### src/rtl/vpg_pkg.sv
package vpg_pkg;

    localparam int SMP_W = 10;
    localparam int CNT_W = 16;

    typedef enum logic [1:0] {
        STD_SD = 2'd0,
        STD_HD = 2'd1,
        STD_3G = 2'd2
    } vstd_e;

    typedef enum logic [1:0] {
        PAT_BAR_FULL = 2'd0,
        PAT_BAR_75   = 2'd1,
        PAT_CHECK    = 2'd2
    } vpat_e;

    typedef struct packed {
        logic [SMP_W-1:0] y;
        logic [SMP_W-1:0] cb;
        logic [SMP_W-1:0] cr;
    } ycc_t;

    // Raster position decoded for one word, consumed by the sample builder
    typedef struct packed {
        vstd_e      fmt;
        vpat_e      pat;
        logic       f_bit;
        logic       v_bit;
        logic       in_eav;
        logic       in_sav;
        logic       in_act;
        logic [1:0] trs_pos;
        logic [1:0] act_phase;
        logic [2:0] bar_idx;
        logic       chk_upper;
        logic       word_odd;
        logic       frame_head;
        logic       line_head;
    } raster_t;

    localparam logic [SMP_W-1:0] BLANK_Y  = 10'h040;
    localparam logic [SMP_W-1:0] BLANK_C  = 10'h200;
    localparam logic [SMP_W-1:0] CHK_UP_C = 10'h300;
    localparam logic [SMP_W-1:0] CHK_UP_Y = 10'h198;
    localparam logic [SMP_W-1:0] CHK_LO_C = 10'h200;
    localparam logic [SMP_W-1:0] CHK_LO_Y = 10'h110;
    localparam logic [SMP_W-1:0] TRS_ONES = 10'h3FF;

    function automatic vstd_e decode_std(input logic [1:0] code);
        case (code)
            2'b00:   return STD_SD;
            2'b11:   return STD_3G;
            default: return STD_HD;
        endcase
    endfunction

    function automatic vpat_e decode_pat(input logic chk, input logic full);
        if (chk)       return PAT_CHECK;
        else if (full) return PAT_BAR_FULL;
        else           return PAT_BAR_75;
    endfunction

    function automatic logic [SMP_W-1:0] make_xyz(input logic f, input logic v, input logic h);
        return {1'b1, f, v, h, v ^ h, f ^ h, f ^ v, f ^ v ^ h, 2'b00};
    endfunction

    function automatic ycc_t bar_full(input logic [2:0] idx);
        case (idx)
            3'd0:    return '{y: 10'd940, cb: 10'd512, cr: 10'd512};
            3'd1:    return '{y: 10'd877, cb: 10'd64,  cr: 10'd553};
            3'd2:    return '{y: 10'd754, cb: 10'd615, cr: 10'd64};
            3'd3:    return '{y: 10'd691, cb: 10'd167, cr: 10'd105};
            3'd4:    return '{y: 10'd313, cb: 10'd857, cr: 10'd919};
            3'd5:    return '{y: 10'd250, cb: 10'd409, cr: 10'd960};
            3'd6:    return '{y: 10'd127, cb: 10'd960, cr: 10'd471};
            default: return '{y: 10'd64,  cb: 10'd512, cr: 10'd512};
        endcase
    endfunction

    function automatic logic [SMP_W-1:0] scale_75(input logic [SMP_W-1:0] val,
                                                  input logic [SMP_W-1:0] base);
        int diff;
        int res;
        diff = int'(val) - int'(base);
        res  = int'(base) + ((diff * 3 + 2) >>> 2);
        return res[SMP_W-1:0];
    endfunction

    function automatic ycc_t bar_75(input logic [2:0] idx);
        ycc_t b;
        b = bar_full(idx);
        return '{y: scale_75(b.y, BLANK_Y), cb: scale_75(b.cb, BLANK_C), cr: scale_75(b.cr, BLANK_C)};
    endfunction

endpackage

### src/rtl/vpg_raster.sv
module vpg_raster
    import vpg_pkg::*;
#(
    parameter int SD_LINE_W = 1716,
    parameter int SD_ACT_W  = 1440,
    parameter int SD_LINES  = 525,
    parameter int SD_VBLANK = 19,
    parameter bit SD_ILACE  = 1'b1,
    parameter int HD_LINE_W = 2200,
    parameter int HD_ACT_W  = 1920,
    parameter int HD_LINES  = 1125,
    parameter int HD_VBLANK = 20,
    parameter bit HD_ILACE  = 1'b1,
    parameter int G3_LINE_W = 2200,
    parameter int G3_ACT_W  = 1920,
    parameter int G3_LINES  = 1125,
    parameter int G3_VBLANK = 41,
    parameter bit G3_ILACE  = 1'b0
) (
    input  logic       clk,
    input  logic       rst,
    input  logic [1:0] std_code,
    input  logic       pat_check,
    input  logic       amp_full,
    output raster_t    rs
);

    vstd_e            std_q;
    vpat_e            pat_q;
    logic [CNT_W-1:0] word_q;
    logic [CNT_W-1:0] line_q;
    logic [CNT_W-1:0] bar_cnt_q;
    logic [2:0]       bar_q;

    logic [CNT_W-1:0] g_line_w, g_act_w, g_lines, g_vblank;
    logic             g_ilace;

    always_comb begin
        case (std_q)
            STD_SD: begin
                g_line_w = CNT_W'(SD_LINE_W);
                g_act_w  = CNT_W'(SD_ACT_W);
                g_lines  = CNT_W'(SD_LINES);
                g_vblank = CNT_W'(SD_VBLANK);
                g_ilace  = SD_ILACE;
            end
            STD_3G: begin
                g_line_w = CNT_W'(G3_LINE_W);
                g_act_w  = CNT_W'(G3_ACT_W);
                g_lines  = CNT_W'(G3_LINES);
                g_vblank = CNT_W'(G3_VBLANK);
                g_ilace  = G3_ILACE;
            end
            default: begin
                g_line_w = CNT_W'(HD_LINE_W);
                g_act_w  = CNT_W'(HD_ACT_W);
                g_lines  = CNT_W'(HD_LINES);
                g_vblank = CNT_W'(HD_VBLANK);
                g_ilace  = HD_ILACE;
            end
        endcase
    end

    logic [CNT_W-1:0] act_start, sav_start, bar_w, half;
    logic [CNT_W-1:0] fline, flen, act_lines, apos;
    logic             second_field, v_now, in_eav, in_sav, in_act;
    logic             last_word, last_line, wrap;

    always_comb begin
        act_start    = g_line_w - g_act_w;
        sav_start    = act_start - CNT_W'(4);
        bar_w        = g_act_w >> 3;
        half         = g_ilace ? (g_lines >> 1) : g_lines;
        second_field = g_ilace && (line_q > half);
        fline        = second_field ? (line_q - half) : line_q;
        flen         = second_field ? (g_lines - half) : half;
        v_now        = (fline <= g_vblank);
        act_lines    = flen - g_vblank;
        apos         = fline - g_vblank - CNT_W'(1);
        in_eav       = (word_q < CNT_W'(4));
        in_sav       = (word_q >= sav_start) && (word_q < act_start);
        in_act       = (word_q >= act_start);
        last_word    = (word_q == g_line_w - CNT_W'(1));
        last_line    = (line_q == g_lines);
        wrap         = last_word && last_line;
    end

    always_ff @(posedge clk) begin
        if (rst) begin
            word_q <= '0;
            line_q <= CNT_W'(1);
            std_q  <= decode_std(std_code);
            pat_q  <= decode_pat(pat_check, amp_full);
        end else if (last_word) begin
            word_q <= '0;
            if (last_line) begin
                line_q <= CNT_W'(1);
                std_q  <= decode_std(std_code);
                pat_q  <= decode_pat(pat_check, amp_full);
            end else begin
                line_q <= line_q + CNT_W'(1);
            end
        end else begin
            word_q <= word_q + CNT_W'(1);
        end
    end

    // Bar tracker: width counter instead of a divide on the word index
    always_ff @(posedge clk) begin
        if (rst) begin
            bar_cnt_q <= '0;
            bar_q     <= '0;
        end else if (word_q == act_start - CNT_W'(1)) begin
            bar_cnt_q <= '0;
            bar_q     <= '0;
        end else if (in_act) begin
            if (bar_cnt_q == bar_w - CNT_W'(1)) begin
                bar_cnt_q <= '0;
                bar_q     <= bar_q + 3'd1;
            end else begin
                bar_cnt_q <= bar_cnt_q + CNT_W'(1);
            end
        end
    end

    always_comb begin
        rs.fmt        = std_q;
        rs.pat        = pat_q;
        rs.f_bit      = second_field;
        rs.v_bit      = v_now;
        rs.in_eav     = in_eav;
        rs.in_sav     = in_sav;
        rs.in_act     = in_act;
        rs.trs_pos    = in_eav ? word_q[1:0] : 2'(word_q - sav_start);
        rs.act_phase  = 2'(word_q - act_start);
        rs.bar_idx    = bar_q;
        rs.chk_upper  = (apos < (act_lines >> 1));
        rs.word_odd   = word_q[0];
        rs.frame_head = (word_q == '0) && (line_q == CNT_W'(1));
        rs.line_head  = (word_q == '0);
    end

    AST_WORD_IN_LINE: assert property (@(posedge clk) disable iff (rst) word_q < g_line_w);
    AST_LINE_IN_FRAME: assert property (@(posedge clk) disable iff (rst) (line_q >= CNT_W'(1)) && (line_q <= g_lines));
    AST_CFG_HOLD: assert property (@(posedge clk) disable iff (rst) !wrap |=> ($stable(std_q) && $stable(pat_q)));

endmodule

### src/rtl/vpg_sample.sv
module vpg_sample
    import vpg_pkg::*;
(
    input  raster_t     rs,
    output logic [19:0] word,
    output logic        act
);

    ycc_t             bar;
    logic [SMP_W-1:0] y_v, c_v, trs_v;
    logic             is_trs, cr_sel, sd_mode;

    always_comb begin
        sd_mode = (rs.fmt == STD_SD);
        bar     = (rs.pat == PAT_BAR_75) ? bar_75(rs.bar_idx) : bar_full(rs.bar_idx);
        cr_sel  = sd_mode ? rs.act_phase[1] : rs.act_phase[0];
        act     = rs.in_act && !rs.v_bit;

        if (!act) begin
            y_v = BLANK_Y;
            c_v = BLANK_C;
        end else if (rs.pat == PAT_CHECK) begin
            y_v = rs.chk_upper ? CHK_UP_Y : CHK_LO_Y;
            c_v = rs.chk_upper ? CHK_UP_C : CHK_LO_C;
        end else begin
            y_v = bar.y;
            c_v = cr_sel ? bar.cr : bar.cb;
        end

        is_trs = rs.in_eav || rs.in_sav;
        case (rs.trs_pos)
            2'd0:    trs_v = TRS_ONES;
            2'd3:    trs_v = make_xyz(rs.f_bit, rs.v_bit, rs.in_eav);
            default: trs_v = '0;
        endcase

        if (sd_mode) begin
            word[19:10] = '0;
            word[9:0]   = is_trs ? trs_v : (rs.word_odd ? y_v : c_v);
        end else begin
            word[19:10] = is_trs ? trs_v : y_v;
            word[9:0]   = is_trs ? trs_v : c_v;
        end
    end

endmodule

### src/rtl/vid_pattern_gen.sv
module vid_pattern_gen
    import vpg_pkg::*;
#(
    parameter int SD_LINE_W = 1716,
    parameter int SD_ACT_W  = 1440,
    parameter int SD_LINES  = 525,
    parameter int SD_VBLANK = 19,
    parameter bit SD_ILACE  = 1'b1,
    parameter int HD_LINE_W = 2200,
    parameter int HD_ACT_W  = 1920,
    parameter int HD_LINES  = 1125,
    parameter int HD_VBLANK = 20,
    parameter bit HD_ILACE  = 1'b1,
    parameter int G3_LINE_W = 2200,
    parameter int G3_ACT_W  = 1920,
    parameter int G3_LINES  = 1125,
    parameter int G3_VBLANK = 41,
    parameter bit G3_ILACE  = 1'b0
) (
    input  logic        clk,
    input  logic        rst,
    input  logic [1:0]  std_sel,
    input  logic        pat_check,
    input  logic        amp_full,
    output logic [19:0] vid_data,
    output logic        frame_start,
    output logic        line_start,
    output logic        active_video
);

    raster_t     rs;
    logic [19:0] word_c;
    logic        act_c;

    vpg_raster #(
        .SD_LINE_W(SD_LINE_W), .SD_ACT_W(SD_ACT_W), .SD_LINES(SD_LINES),
        .SD_VBLANK(SD_VBLANK), .SD_ILACE(SD_ILACE),
        .HD_LINE_W(HD_LINE_W), .HD_ACT_W(HD_ACT_W), .HD_LINES(HD_LINES),
        .HD_VBLANK(HD_VBLANK), .HD_ILACE(HD_ILACE),
        .G3_LINE_W(G3_LINE_W), .G3_ACT_W(G3_ACT_W), .G3_LINES(G3_LINES),
        .G3_VBLANK(G3_VBLANK), .G3_ILACE(G3_ILACE)
    ) u_raster (
        .clk      (clk),
        .rst      (rst),
        .std_code (std_sel),
        .pat_check(pat_check),
        .amp_full (amp_full),
        .rs       (rs)
    );

    vpg_sample u_sample (
        .rs  (rs),
        .word(word_c),
        .act (act_c)
    );

    always_ff @(posedge clk) begin
        if (rst) begin
            vid_data     <= '0;
            frame_start  <= 1'b0;
            line_start   <= 1'b0;
            active_video <= 1'b0;
        end else begin
            vid_data     <= word_c;
            frame_start  <= rs.frame_head;
            line_start   <= rs.line_head;
            active_video <= act_c;
        end
    end

    AST_FRAME_ON_LINE: assert property (@(posedge clk) disable iff (rst) frame_start |-> line_start);
    AST_EAV_LEADS: assert property (@(posedge clk) disable iff (rst) line_start |-> (vid_data[9:0] == 10'h3FF));
    AST_PIC_NOT_TRS: assert property (@(posedge clk) disable iff (rst) active_video |-> ((vid_data[9:0] != 10'h3FF) && (vid_data[9:0] != 10'h000)));
    AST_SD_UPPER_ZERO: assert property (@(posedge clk) disable iff (rst) (rs.fmt == STD_SD) |=> (vid_data[19:10] == 10'h000));

endmodule

### config.mk
export PLATFORM = sky130hd
export DESIGN_NAME = vid_pattern_gen
export DESIGN_NICKNAME = d
export VERILOG_FILES = /design/src/rtl/vpg_pkg.sv /design/src/rtl/vpg_raster.sv /design/src/rtl/vpg_sample.sv /design/src/rtl/vid_pattern_gen.sv
export SDC_FILE = /design/constraint.sdc
export NUM_CORES = 1
export LEC_CHECK = 0
export BUFFER_PORTS_ARGS = -buffer_cell sky130_fd_sc_hd__buf_2
export CORE_ASPECT_RATIO = 1.25
export CORE_MARGIN = 2
export CORE_UTILIZATION = 40
export CTS_CLUSTER_DIAMETER = 100
export DETAILED_ROUTE_END_ITERATION = 10
export REMOVE_ABC_BUFFERS = 1
export SLEW_MARGIN = 15
export SYNTH_ARGS = -nofsm -noshare
export SYNTH_HDL_FRONTEND = slang
export SYNTH_SLANG_ARGS = --single-unit
### constraint.sdc
create_clock -name clk -period 7.9 [get_ports clk]
set_input_delay 1.58 -clock clk [delete_from_list [all_inputs] [get_ports clk]]
set_output_delay 1.58 -clock clk [all_outputs]
set_load 0.005 [all_outputs]
==> flow_summary.json <==
{
  "outcome": "finished clean",
  "start_util_pct": 40.6,
  "synthTopCellsByArea": "dfxtp_1, ha_1, nor2_1",
  "hold_violations": 0,
  "nets": 1079,
  "finalNonFillerCells": 1216,
  "clockPowerShare_pct": 44.2,
  "slowest_delay_ps": 600,
  "grt_pass1_vias": 6505,
  "fin_area_um2": 8010,
  "routabilityCongestion": 0.922,
  "core_region_area_um2": 18000,
  "antenna_found_initial": 0,
  "cp-start-kind": "register",
  "p_per_area_nw_per_um2": 139,
  "fp.dieW_um": 125,
  "rsz0062_at_grt": "false",
  "max_cap_viol_count": 0,
  "holdWs_ps": 506,
  "wl_per_cell_um": 16.5,
  "cpMaxStageDelayCell": "a2111o_2",
  "synth_edf_count": 4,
  "ys_ff_latch": 78,
  "antenna_cells": 0,
  "io_buffers": 28,
  "pwr-share-seq_pct": 37.9,
  "yosys.area.top_type_share_pct": 20.2,
  "overflow": 0,
  "row_count": 55,
  "irDropWorstVdd_mv": 0.111,
  "clkTransAtPathRegs_ps": 60,
  "slew_headroom_pct": 42.7,
  "drt_iter0_markers": 358,
  "ant_nets": 0,
  "drt_first_pass_iters": 5,
  "fp.dieH_um": 155,
  "finalClockSkew_ps": 12.4,
  "avgSynthCellArea_um2": 7.49,
  "areaGrowthSynthToFinish_pct": 9.46,
  "dieArea_um2": 19400,
  "setup_tns_ps": 0,
  "ys_async_sr_fraction_pct": 0,
  "clkSinkCount": 78,
  "cts-root-buf": "clkbuf_16",
  "holdBufCountCts": 0,
  "clk_latency_ps": 350,
  "hold_class": "register to register",
  "synthFlopType": "dfxtp_1",
  "dpl_cell_area_um2": 7640,
  "syn_area_um2": 7320,
  "via_count": 6887,
  "cp_max_fo": 13,
  "worstPathRequired_ps": 8120,
  "synthTopCellsByCount": "nor2_1, nand2_1, ha_1",
  "final_core_util_pct": 44.4,
  "power.leakage_nw": 3.61,
  "grt_max_degree": 30,
  "vias_per_cell": 5.66,
  "crit_type": "register to register",
  "synth_cell_types": 72,
  "grt_pass1_wl_um": 32300,
  "cts_tree": "yes",
  "io_pins": 29,
  "tightest_slew_ps": 857,
  "intPower_uw": 817,
  "cts_setup_buffers": 0,
  "combPwrFrac_pct": 17.9,
  "end_kind": "register",
  "post-route-drc-count": 0,
  "synth_warnings": 0,
  "final-setup-viol-count": 0,
  "p_switching_uw": 298,
  "period_needed_ps": 7230,
  "period_share_pct": 91.5,
  "dp_hpwl_um": 15600,
  "yosysTopAreaCell": "dfxtp_1",
  "yosysMostFrequentCell": "nor2_1",
  "finalMaxSlewViolations": 0,
  "drive_gt1_share_pct": 7.39,
  "cts_buffer_depth": 2,
  "crit_arrival_ps": 7450,
  "switching_share_pct": 26.8,
  "synth-seq-area-share_pct": 21.9,
  "fmax_mhz": 138,
  "grt_use_total_pct": 20.7,
  "placedCellCount": 1200,
  "wl_um": 20100,
  "h-tree-depth": 3,
  "postSynthCellCount": 977,
  "numCtsBuffers": 9
}
-- kinds of logic (layout without fill, tap and decap cells) --
family	after synthesis	after routing	share of synthesized area (%)
simple gates	368	368	24.6
flops	78	78	21.9
buf+inv	104	111	5.39
compound gates	242	242	21.0
xor+xnor	86	86	10.3
other cells	1	5	0.0513
mux	8	8	1.30
fa+ha+maj	90	90	15.5
-- layout by cell type (no fill, tap or decap), drive strengths merged, types with 19 or more instances in the layout --
master	count
a21o	19
a21oi	78
buf	36
dfxtp	74
ha	89
inv	58
nand2	98
nand3	26
nor2	110
o21ai	56
xnor2	41
xor2	45
-- area by class of cell --
class	instances	area, µm²
inverter	59	221
tap	228	285
sequential	78	1600
multi-input combinational	799	5350
clock buffer	13	262
timing repair buffer	36	200
clock inverter	3	90.1
fill	1929	10000
-- stage by stage --
step	total power [mW]	worst slack [ps]
6_report	1.12	670
2_1_floorplan	0.562	1040
3_5_place_dp	0.628	631
3_3_place_gp	0.628	808
4_1_cts	1.13	620
5_1_grt	1.17	45.1
-- power groups by stage --
stage	registers [mW]	logic (mW)	clock network, mW
after floorplan	0.431	0.131	0
after global placement	0.431	0.197	0
after detailed placement	0.431	0.197	0
after CTS	0.423	0.198	0.506
after global routing	0.424	0.221	0.521
final	0.423	0.200	0.493
-- state kept, by name, indices dropped and copies added, names as in the netlist, 2 cells and up --
register and cells:
u_raster.bar_cnt_q 16, u_raster.pat_q 2, vid_data 20, u_raster.word_q 16, u_raster.line_q 16, u_raster.bar_q 3, u_raster.std_q 2
-- critical path, delay by kind of cell (launching register included) --
family,cells,cell delay [ps]
compound gates,14,3250
xor+xnor,2,230
fa+ha+maj,3,890
buf+inv,1,340
flops,1,500
mux,1,180
simple gates,8,1690
-- per-layer routing --
| layer | wire (µm) | vias to the layer above | track usage, % |
|---|---|---|---|
| li1 | - | 3473 | - |
| met1 | 8580 | 3221 | 23.7 |
| met2 | 9960 | 136 | 36.8 |
| met3 | 607 | 57 | 3.13 |
| met4 | 950 | 0 | 11.6 |
| met5 | 0 | - | 0 |
-- path summary, 6_finish.rpt --
path / from / end / slack, ps / cells past startpoint
setup reg to reg: u_raster.std_q[0] / vid_data[7] / 670 / 29
hold / removal: u_raster.bar_cnt_q[8] / u_raster.bar_cnt_q[8] / 510 / 2
setup / recovery: u_raster.std_q[0] / vid_data[7] / 670 / 29
hold reg to reg: u_raster.bar_cnt_q[8] / u_raster.bar_cnt_q[8] / 510 / 2
-- repair_timing --
action                     CTS  global route
setup endpoints to repair    0             4
gates resized for setup      0             1
hold endpoints to repair     0             0
Note: power is estimated with default switching activity, not from simulation.
